File: src/rtl/sadw_pkg.sv
package sadw_pkg;

    typedef enum logic {
        SW_IDLE = 1'b0,
        SW_RUN  = 1'b1
    } sw_state_e;

    // Bits needed to hold any value from 0 up to v inclusive.
    function automatic int unsigned width_for(input int unsigned v);
        return $clog2(v + 1);
    endfunction

endpackage

File: src/rtl/sadw_window.sv
module sadw_window #(
    parameter int PIX_W    = 8,
    parameter int WIN_PIX  = 19,
    parameter int VIEW_PIX = 16,
    parameter int BLK      = 4
) (
    input  logic                      clk,
    input  logic                      rst_n,
    input  logic                      load,
    input  logic                      step,
    input  logic [WIN_PIX*PIX_W-1:0]  ref_in,
    input  logic [BLK*PIX_W-1:0]      cur_in,
    output logic [VIEW_PIX*PIX_W-1:0] ref_view,
    output logic [BLK*PIX_W-1:0]      cur_view
);

    typedef struct packed {
        logic [WIN_PIX*PIX_W-1:0] win;
        logic [BLK*PIX_W-1:0]     cur;
    } win_t;

    win_t win_d, win_q;
    logic [WIN_PIX*PIX_W-1:0] strip;

    always_comb begin
        // The first cycle of a row bypasses the register, so capture costs no cycle.
        strip    = load ? ref_in : win_q.win;
        cur_view = load ? cur_in : win_q.cur;
        ref_view = strip[VIEW_PIX*PIX_W-1:0];
        win_d    = win_q;
        if (step) begin
            win_d.win = strip >> PIX_W;
            win_d.cur = cur_view;
        end
    end

    always_ff @(posedge clk or negedge rst_n) begin
        if (!rst_n) win_q <= '0;
        else        win_q <= win_d;
    end

endmodule

File: src/rtl/sadw_row_unit.sv
module sadw_row_unit #(
    parameter int PIX_W  = 8,
    parameter int BLK    = 4,
    parameter int RSAD_W = 10
) (
    input  logic [BLK*PIX_W-1:0] cur_px,
    input  logic [BLK*PIX_W-1:0] ref_px,
    output logic [RSAD_W-1:0]    row_sad
);

    logic [PIX_W-1:0] pa, pb, dif;

    always_comb begin
        row_sad = '0;
        pa      = '0;
        pb      = '0;
        dif     = '0;
        for (int j = 0; j < BLK; j++) begin
            pa      = cur_px[j*PIX_W +: PIX_W];
            pb      = ref_px[j*PIX_W +: PIX_W];
            dif     = (pa > pb) ? (pa - pb) : (pb - pa);
            row_sad = row_sad + RSAD_W'(dif);
        end
    end

endmodule

File: src/rtl/sadw_accum.sv
module sadw_accum #(
    parameter int NCAND  = 16,
    parameter int NUNIT  = 4,
    parameter int STEPS  = 4,
    parameter int STEP_W = 2,
    parameter int RSAD_W = 10,
    parameter int SAD_W  = 12
) (
    input  logic                     clk,
    input  logic                     rst_n,
    input  logic                     clear,
    input  logic                     en,
    input  logic [STEP_W-1:0]        step_idx,
    input  logic [NUNIT*RSAD_W-1:0]  row_sads,
    output logic [NCAND*SAD_W-1:0]   sad_all
);

    typedef struct packed {
        logic [NCAND-1:0][SAD_W-1:0] acc;
    } acc_t;

    acc_t acc_d, acc_q;

    always_comb begin
        acc_d = acc_q;
        for (int i = 0; i < NCAND; i++) begin
            if (clear) begin
                acc_d.acc[i] = '0;
            end else if (en && step_idx == STEP_W'(i % STEPS)) begin
                // Candidate i is served by unit i/STEPS in slide step i%STEPS.
                acc_d.acc[i] = acc_q.acc[i]
                             + SAD_W'(row_sads[(i / STEPS)*RSAD_W +: RSAD_W]);
            end
        end
    end

    always_ff @(posedge clk or negedge rst_n) begin
        if (!rst_n) acc_q <= '0;
        else        acc_q <= acc_d;
    end

    assign sad_all = acc_q.acc;

endmodule

File: src/rtl/sadw_best.sv
module sadw_best #(
    parameter int NCAND = 16,
    parameter int SAD_W = 12,
    parameter int IDX_W = 4
) (
    input  logic [NCAND*SAD_W-1:0] sad_all,
    output logic [SAD_W-1:0]       best_sad,
    output logic [IDX_W-1:0]       best_idx
);

    logic [SAD_W-1:0] run_min, cand;
    logic [IDX_W-1:0] run_idx;

    always_comb begin
        run_min = sad_all[SAD_W-1:0];
        run_idx = '0;
        cand    = '0;
        for (int i = 1; i < NCAND; i++) begin
            cand = sad_all[i*SAD_W +: SAD_W];
            // Strict compare keeps the earlier index on equal values.
            if (cand < run_min) begin
                run_min = cand;
                run_idx = IDX_W'(i);
            end
        end
        best_sad = run_min;
        best_idx = run_idx;
    end

endmodule

File: src/rtl/sadw_engine.sv
module sadw_engine
    import sadw_pkg::*;
#(
    parameter  int PIX_W    = 8,
    parameter  int BLK      = 4,
    parameter  int NCAND    = 16,
    parameter  int NUNIT    = 4,
    localparam int STEPS    = NCAND / NUNIT,
    localparam int WIN_PIX  = NCAND + BLK - 1,
    localparam int VIEW_PIX = (NUNIT - 1) * STEPS + BLK,
    localparam int RSAD_W   = width_for(BLK * (2**PIX_W - 1)),
    localparam int SAD_W    = width_for(BLK * BLK * (2**PIX_W - 1)),
    localparam int IDX_W    = $clog2(NCAND),
    localparam int OFF_W    = IDX_W + 1,
    localparam int STEP_W   = (STEPS > 1) ? $clog2(STEPS) : 1,
    localparam int ROW_W    = (BLK > 1) ? $clog2(BLK) : 1
) (
    input  logic                     clk,
    input  logic                     rst_n,
    input  logic                     start,
    input  logic [BLK*PIX_W-1:0]     cur_row,
    input  logic [WIN_PIX*PIX_W-1:0] ref_row,
    output logic [ROW_W-1:0]         row_sel,
    output logic                     busy,
    output logic                     done,
    output logic [NCAND*SAD_W-1:0]   sad_all,
    output logic [SAD_W-1:0]         best_sad,
    output logic [IDX_W-1:0]         best_idx,
    output logic signed [OFF_W-1:0]  best_off
);

    typedef struct packed {
        sw_state_e         state;
        logic [STEP_W-1:0] step;
        logic [ROW_W-1:0]  row;
        logic              done;
    } ctl_t;

    ctl_t ctl_d, ctl_q;
    logic clear;

    always_comb begin
        ctl_d      = ctl_q;
        ctl_d.done = 1'b0;
        clear      = 1'b0;
        case (ctl_q.state)
            SW_IDLE: begin
                if (start) begin
                    ctl_d.state = SW_RUN;
                    ctl_d.step  = '0;
                    ctl_d.row   = '0;
                    clear       = 1'b1;
                end
            end
            SW_RUN: begin
                if (ctl_q.step == STEP_W'(STEPS - 1)) begin
                    ctl_d.step = '0;
                    if (ctl_q.row == ROW_W'(BLK - 1)) begin
                        ctl_d.state = SW_IDLE;
                        ctl_d.done  = 1'b1;
                    end else begin
                        ctl_d.row = ctl_q.row + 1'b1;
                    end
                end else begin
                    ctl_d.step = ctl_q.step + 1'b1;
                end
            end
            default: ctl_d.state = SW_IDLE;
        endcase
    end

    always_ff @(posedge clk or negedge rst_n) begin
        if (!rst_n) ctl_q <= '{state: SW_IDLE, step: '0, row: '0, done: 1'b0};
        else        ctl_q <= ctl_d;
    end

    assign busy    = (ctl_q.state == SW_RUN);
    assign done    = ctl_q.done;
    assign row_sel = busy ? ctl_q.row : '0;

    logic                        win_load;
    logic [VIEW_PIX*PIX_W-1:0]   ref_view;
    logic [BLK*PIX_W-1:0]        cur_view;
    logic [NUNIT*RSAD_W-1:0]     row_sads;

    assign win_load = busy && (ctl_q.step == '0);

    sadw_window #(
        .PIX_W   (PIX_W),
        .WIN_PIX (WIN_PIX),
        .VIEW_PIX(VIEW_PIX),
        .BLK     (BLK)
    ) u_window (
        .clk     (clk),
        .rst_n   (rst_n),
        .load    (win_load),
        .step    (busy),
        .ref_in  (ref_row),
        .cur_in  (cur_row),
        .ref_view(ref_view),
        .cur_view(cur_view)
    );

    for (genvar u = 0; u < NUNIT; u++) begin : g_unit
        sadw_row_unit #(
            .PIX_W (PIX_W),
            .BLK   (BLK),
            .RSAD_W(RSAD_W)
        ) u_row (
            .cur_px (cur_view),
            .ref_px (ref_view[u*STEPS*PIX_W +: BLK*PIX_W]),
            .row_sad(row_sads[u*RSAD_W +: RSAD_W])
        );
    end

    sadw_accum #(
        .NCAND (NCAND),
        .NUNIT (NUNIT),
        .STEPS (STEPS),
        .STEP_W(STEP_W),
        .RSAD_W(RSAD_W),
        .SAD_W (SAD_W)
    ) u_accum (
        .clk     (clk),
        .rst_n   (rst_n),
        .clear   (clear),
        .en      (busy),
        .step_idx(ctl_q.step),
        .row_sads(row_sads),
        .sad_all (sad_all)
    );

    sadw_best #(
        .NCAND(NCAND),
        .SAD_W(SAD_W),
        .IDX_W(IDX_W)
    ) u_best (
        .sad_all (sad_all),
        .best_sad(best_sad),
        .best_idx(best_idx)
    );

    assign best_off = OFF_W'({1'b0, best_idx}) - OFF_W'(NCAND / 2);

endmodule

File: config.mk
export PLATFORM = sky130hd
export DESIGN_NAME = sadw_engine
export DESIGN_NICKNAME = d
export VERILOG_FILES = /design/src/rtl/sadw_pkg.sv /design/src/rtl/sadw_window.sv /design/src/rtl/sadw_row_unit.sv /design/src/rtl/sadw_accum.sv /design/src/rtl/sadw_best.sv /design/src/rtl/sadw_engine.sv
export SDC_FILE = /design/constraint.sdc
export NUM_CORES = 2
export LEC_CHECK = 0
export BUFFER_PORTS_ARGS = -buffer_cell sky130_fd_sc_hd__buf_4
export CAP_MARGIN = 20
export CORE_ASPECT_RATIO = 1.2
export CORE_UTILIZATION = 46
export CTS_CLUSTER_SIZE = 8
export DETAILED_ROUTE_END_ITERATION = 16
export SYNTH_ARGS = -nofsm -noshare
export SYNTH_HDL_FRONTEND = slang
export SYNTH_SLANG_ARGS = --single-unit
File: constraint.sdc
create_clock -name clk -period 87.3 [get_ports clk]
set_clock_uncertainty 0.15 [all_clocks]
set_input_delay 26.19 -clock clk [delete_from_list [all_inputs] [get_ports clk]]
set_output_delay 26.19 -clock clk [all_outputs]
set_load 0.03 [all_outputs]
Word-level counts from Yosys, hierarchy flattened
Index checks and enable logic that the tools add are counted.
{"block": "totals", "wordCells": 226, "output_inout_bits": 217, "ff_bits": 374, "in_bits": 187}
{"block": "classes", "reduce_logical": 10, "bitwise": 1, "n_lt_le_gt_ge": 31, "muxes": 92, "n_addsub": 63, "eq_ne": 7}
{"cell": "2-to-1 mux 12 bit", "count": 47}
{"cell": "subtractor 8 bit", "count": 32}
{"cell": "adder 12 x 10 -> 12 bit", "count": 16}
{"cell": "< comparator 12 bit", "count": 15}
{"cell": "2-to-1 mux 152 bit", "count": 1}
{"cell": "> comparator 8 bit", "count": 16}
{"cell": "2-to-1 mux 8 bit", "count": 16}
{"cell": "adder 10 x 8 -> 10 bit", "count": 8}
{"cell": "adder 8 x 8 -> 9 bit", "count": 4}
{"cell": "2-to-1 mux 32 bit", "count": 1}
{"cell": "2-to-1 mux 4 bit", "count": 8}
{"cell": "2-to-1 mux 3 bit", "count": 5}
{"cell": "2-to-1 mux 2 bit", "count": 5}
{"cell": "case mux 5 bit (2 select lines)", "count": 1}
{"cell": "nonzero test 2 bit", "count": 4}
{"cell": "2-to-1 mux 1 bit", "count": 7}
{"cell": "== test 2 bit, second input constant", "count": 3}
{"cell": "2-to-1 mux 5 bit", "count": 1}
{"cell": "subtractor 4 x 4 -> 5 bit, second input constant", "count": 1}
{"cell": "adder 2 x 1 -> 2 bit, second input constant", "count": 2}
{"cell": "logical AND 1 bit", "count": 4}
{"cell": "inequality test 2 bit, second input constant", "count": 2}
{"cell": "AND reduction 3 bit", "count": 1}
{"cell": "== test 2 x 1 -> 1 bit, second input constant", "count": 1}
{"cell": "3 further kinds", "count": 3}

Logic depth before layout (Yosys ltp)
{"block": "depth", "word_depth": 31, "ltp_mapped": 185, "depth_no_buf": 167}

By module
Synthesis repeated with hierarchy kept, for this count alone.
{"block": "hier_totals", "hier_cells": 5605, "hier_area_um2": 47877.2}
{"mod": "sadw_accum", "instances": 1, "area_per_inst_um2": 15344.7, "seq_area_each_um2": 4804.6, "cells_per_inst": 1837}
{"mod": "sadw_window", "instances": 1, "area_per_inst_um2": 9864.5, "seq_area_each_um2": 4404.2, "cells_per_inst": 732}
{"mod": "sadw_best", "instances": 1, "area_per_inst_um2": 7444.6, "seq_area_each_um2": 0.0, "cells_per_inst": 1070}
{"mod": "sadw_row_unit (g_unit[1].u_row ...)", "instances": 2, "area_per_inst_um2": 3639.7, "seq_area_each_um2": 0.0, "cells_per_inst": 461}
{"mod": "sadw_row_unit (g_unit[0].u_row)", "instances": 1, "area_per_inst_um2": 3962.6, "seq_area_each_um2": 0.0, "cells_per_inst": 543}
{"mod": "sadw_row_unit (g_unit[3].u_row)", "instances": 1, "area_per_inst_um2": 3602.2, "seq_area_each_um2": 0.0, "cells_per_inst": 462}
{"mod": "sadw_engine", "instances": 1, "area_per_inst_um2": 379.1, "seq_area_each_um2": 150.1, "cells_per_inst": 39}

Worst setup path after synthesis
OpenSTA, ideal clock, no wires.
{"block": "synth_timing", "path_kind": "reg2out", "startpoint": "reg u_accum.acc_q (netlist bit u_accum.sad_all[7])", "endpoint": "out best_sad[10]", "setup_slack_ps": 29377, "t_arrival_ps": 31583, "required_ps": 60960, "stages_incl_launch_ff": 172, "path_cell_list": "dfrtp_1 -> inv_1 -> ha_1 -> and2_1 -> o2111ai_1 -> o21a_4 -> o21ai_4 -> buf_1 -> mux2i_1 -> ha_1 -> and3_1 -> and3_1 -> buf_2 -> nand3_1 -> o21ai_0 -> nand3_1 -> maj3_1 -> o21ai_1 -> (+136 left out) -> a21o_1 -> a21o_1 -> a21oi_1 -> o211ai_1 -> a41oi_1 -> a21oi_2 -> buf_2 -> o211a_1 -> or2_1 -> ha_1 -> o21ai_0 -> a2111oi_0 -> nand2b_1 -> a211oi_1 -> and3b_1 -> buf_2 -> buf_6 -> o31ai_1"}
{"block": "synth_between", "elab_chain_cells": 30}
{"element": "start: declaration", "line": "sadw_accum.sv:22", "source": "acc_t acc_d, acc_q;"}
{"element": "start signal: assignment", "line": "sadw_accum.sv:38", "source": "if (!rst_n) acc_q <= '0;"}
{"element": "start signal: assignment", "line": "sadw_accum.sv:39", "source": "else acc_q <= acc_d;"}
{"element": "< comparator 12 bit", "line": "sadw_best.sv:21", "source": "if (cand < run_min) begin"}
{"element": "2-to-1 mux 12 bit (*)", "line": "sadw_best.sv:21"}
{"element": "< comparator 12 bit", "line": "sadw_best.sv:21"}
{"element": "2-to-1 mux 12 bit (*)", "line": "sadw_best.sv:21"}
{"element": "< comparator 12 bit", "line": "sadw_best.sv:21"}
{"element": "2-to-1 mux 12 bit (*)", "line": "sadw_best.sv:21"}
{"element": "< comparator 12 bit", "line": "sadw_best.sv:21"}
{"element": "2-to-1 mux 12 bit (*)", "line": "sadw_best.sv:21"}
{"element": "(+14 left out)"}
{"element": "< comparator 12 bit", "line": "sadw_best.sv:21"}
{"element": "2-to-1 mux 12 bit (*)", "line": "sadw_best.sv:21"}
{"element": "< comparator 12 bit", "line": "sadw_best.sv:21"}
{"element": "2-to-1 mux 12 bit (*)", "line": "sadw_best.sv:21"}
{"element": "< comparator 12 bit", "line": "sadw_best.sv:21"}
{"element": "2-to-1 mux 12 bit (*)", "line": "sadw_best.sv:21"}
{"element": "< comparator 12 bit", "line": "sadw_best.sv:21"}
{"element": "2-to-1 mux 12 bit (*)", "line": "sadw_best.sv:21"}
{"element": "end: declaration", "line": "sadw_engine.sv:27", "source": "output logic [SAD_W-1:0] best_sad,"}
Every way passes the cells marked *; elsewhere a longest branch is shown, timed or not.

Worst setup path in the final report
{"block": "layout_timing", "startpoint": "reg u_accum.acc_q (netlist bit u_accum.sad_all[7])", "endpoint": "out best_off[4]"}
{"block": "layout_between", "elab_chain_cells": 31, "elab_cells_between_ends": 45}
{"element": "< comparator 12 bit", "line": "sadw_best.sv:21"}
{"element": "2-to-1 mux 12 bit", "line": "sadw_best.sv:21"}
{"element": "< comparator 12 bit", "line": "sadw_best.sv:21"}
{"element": "2-to-1 mux 12 bit", "line": "sadw_best.sv:21"}
{"element": "< comparator 12 bit", "line": "sadw_best.sv:21"}
{"element": "2-to-1 mux 12 bit", "line": "sadw_best.sv:21"}
{"element": "< comparator 12 bit", "line": "sadw_best.sv:21"}
{"element": "2-to-1 mux 12 bit", "line": "sadw_best.sv:21"}
{"element": "(+15 left out)"}
{"element": "2-to-1 mux 12 bit", "line": "sadw_best.sv:21"}
{"element": "< comparator 12 bit", "line": "sadw_best.sv:21"}
{"element": "2-to-1 mux 12 bit", "line": "sadw_best.sv:21"}
{"element": "< comparator 12 bit", "line": "sadw_best.sv:21"}
{"element": "2-to-1 mux 12 bit", "line": "sadw_best.sv:21"}
{"element": "< comparator 12 bit", "line": "sadw_best.sv:21"}
{"element": "2-to-1 mux 4 bit (*)", "line": "sadw_best.sv:21"}
{"element": "subtractor 4 x 4 -> 5 bit (*)", "line": "sadw_engine.sv:143", "source": "assign best_off = OFF_W'({1'b0, best_idx}) - OFF_W'(NCAND / 2);"}
{"element": "end: declaration", "line": "sadw_engine.sv:29", "source": "output logic signed [OFF_W-1:0] best_off"}
Marked as above.

==> reports/metrics.cfg <==
[place]
gp_congestion = 0.994
dpl_cell_area_um2 = 44500
dpl.hpwl_um = 112000
io_buffers = 403

[clock_network]
cts_setup_buffers = 0
cts_hold_buf = 0
cts_tree = yes
cts_root_buf = clkbuf_16
clock-sinks = 374
htreeDepth = 2
clk_pin_slew_worst_paths_ns = 0.05
numCtsBuffers = 54
clock_latency_ns = 0.63
cts.path.max_buffers = 3
cts_resized = 0

[synthesis]
synth_fa_ha_area_share_pct = 23.8
yosys.area_share.xor_xnor_pct = 6.05
synth_ff_type = dfrtp_1
synthSimpleGateAreaFrac_pct = 12.7
syn_area_um2 = 40300
synth.mux.area_fraction_pct = 7.39
ys_types = 98
yosysWarnings = 0
syn_avg_cell_area_um2 = 8.61
synth_top_family_by_area = adder cells
async_flop_share_pct = 100
synth_nets = 5575
synth_edf_count = 0
ys_ff_latch = 374
synth_compound_area_share_pct = 21.3
synthCells = 4678
yosysSeqAreaShare_pct = 23.2

[layout]
finalInstanceArea_um2 = 46000
final_common_cell = ha_1
mostFrequentLayoutCells = ha_1 (622), nand2_1 (467), buf_4 (448)
multi_input_area_um2 = 28700
fin_util_pct = 53.2
nets = 5924
areaGrowthSynthToFinish_pct = 14.3
n_antenna_cell = 0
drive_gt1_share_pct = 11.9
fillers = 8282
seqCellArea_um2 = 9360

[die]
fp.dieH_um = 326
start_util_pct = 46.5
core_um2 = 86500
rows = 118
dieArea_um2 = 88700
die_w_um = 272
top_level_ports = 404

[global_route]
antenna_found_initial = 1
busiest_layer = met2
grt_usage_pct = 30.7
grt_use_met1_pct = 38.4
grt_first_pass_wirelength_um = 207000
overflow = 0
grt_pass1_vias = 34285
grtUsageMet2_pct = 53.0
grtUsageMet3_pct = 3.38
grt_max_degree = 148

[timing]
tightestPinTransition_ns = 1.11
slew_violations = 0
max_freq_mhz = 15.7
finalCritPeriodShare_pct = 72.9
setup_viol = 0
relSlewSlack_pct = 25.5
fin_crit_ns = 63.65
finalHoldViolations = 0
rsz0062_at_grt = false
setup_tns_ns = 0

[critical_path]
cp_slowest_cell = a21oi_2
regToRegSetupSlack_ns = 76.05
critical_path_class = reg -> out
worstPathRequired_ns = 60.96
cp_common_cell = a21oi_1
start_kind = register
crit_path_end_kind = output port
max_stage_delay_ns = 0.86
path_max_fanout = 32
worstPathArrival_ns = 37.31

[min_path]
hold_class = reg -> reg

[routing]
vias = 35128
postRouteAntennaNets = 0
post_drt_via_cell_ratio = 5.68
drtIter0Drc = 2507
wl_per_cell_um = 22.3
drt-pass1-iter-count = 6
finalWirelength_um = 138000
remaining_drc_errors = 0

[run]
drv_cap = 0

[status]
status = completed

==> per-stage QoR <==
stage	worst slack, ns	cells	hold WS, ns
after CTS	23.76	6178	0.319
after global placement	25.65	6109	0.300
after floorplan	29.38	4678	0.289
after global routing	20.65	6180	0.328
final	23.65	6180	0.314
after detailed placement	24.57	6109	0.306
==> final cells by class <==
type / count / share of cell area, %
inverter: 416 / 3.39
clock inverter: 2 / 0.0762
tap: 1140 / 3.10
timing repair buffer: 451 / 7.41
clock buffer: 67 / 3.23
sequential: 374 / 20.4
multi-input combinational: 3730 / 62.4
==> registers in the layout, summed over array words and instances (netlist names) <==
signal / flops
ctl_q: 4
done: 1
busy: 1
u_window.win_q: 176
u_accum.sad_all: 192
==> layer usage <==
layer | vias to the layer above | part of all wire [%]
li1 | 17142 | -
met1 | 16747 | 42
met2 | 983 | 48
met3 | 254 | 4.5
met4 | 2 | 4.6
met5 | - | 0.012
==> worst max-delay path: cells and delay by family (launching register included) <==
family	cells	cell delay [ns]
adder cells (fa/ha/maj)	17	4.97
buffers and inverters	16	2.41
flip-flops	1	0.43
multiplexers	8	2.18
AND/OR/NAND/NOR	45	8.50
AO/OA/AOI/OAI	77	18.14
==> cells in the mapped netlist (all sizes together), types with 15 or more instances <==
| library cell | instances | area (um^2) |
|---|---|---|
| o21bai | 92 | 691 |
| nand2b | 65 | 407 |
| a211oi | 35 | 273 |
| nand4 | 46 | 288 |
| o21ai | 313 | 1590 |
| buf | 51 | 258 |
| o21a | 26 | 203 |
| ha | 622 | 7780 |
| a221o | 44 | 440 |
| clkbuf | 107 | 402 |
| o211ai | 43 | 342 |
| o31ai | 37 | 283 |
| fa | 88 | 1760 |
| nor2 | 261 | 980 |
| mux2 | 32 | 364 |
| inv | 415 | 1560 |
| xnor2 | 179 | 1570 |
| a21oi | 438 | 2200 |
| mux2i | 259 | 2610 |
| dfrtp | 374 | 9360 |
| o211a | 15 | 150 |
| nand3 | 44 | 220 |
| nand2 | 471 | 1780 |
| a22o | 16 | 140 |
| nor2b | 146 | 916 |
| a221oi | 26 | 234 |
| or2 | 18 | 113 |
| a21o | 164 | 1230 |
| xor2 | 99 | 867 |
==> worst paths after layout <==
kind                                                startpoint                               end  cells past startpoint
worst max register to register            ctl_q[3]$_DFFE_PN0P_  u_accum.sad_all[143]$_DFFE_PN0P_                     39
min in group asynchronous                                rst_n   u_accum.sad_all[47]$_DFFE_PN0P_                      1
worst max-delay path            u_accum.sad_all[7]$_DFFE_PN0P_                       best_off[4]                    163
worst min-delay path             u_window.win_q[1]$_DFFE_PN0P_     u_window.win_q[1]$_DFFE_PN0P_                      2
worst min register to register   u_window.win_q[1]$_DFFE_PN0P_     u_window.win_q[1]$_DFFE_PN0P_                      2
max in group asynchronous                                rst_n   u_window.win_q[133]$_DFFE_PN0P_                      2
==> cell families (layout without fill, tap and decap cells) <==
group / Yosys count / in the layout
xor+xnor: 278 / 278
mux: 291 / 291
compound gates: 1337 / 1337
fa+ha+maj: 713 / 713
simple gates: 1111 / 1111
buf+inv: 574 / 936
flops: 374 / 374
Power is not shown: default switching activity piles up to over one toggle a cycle in this logic, so the estimate is an artifact.
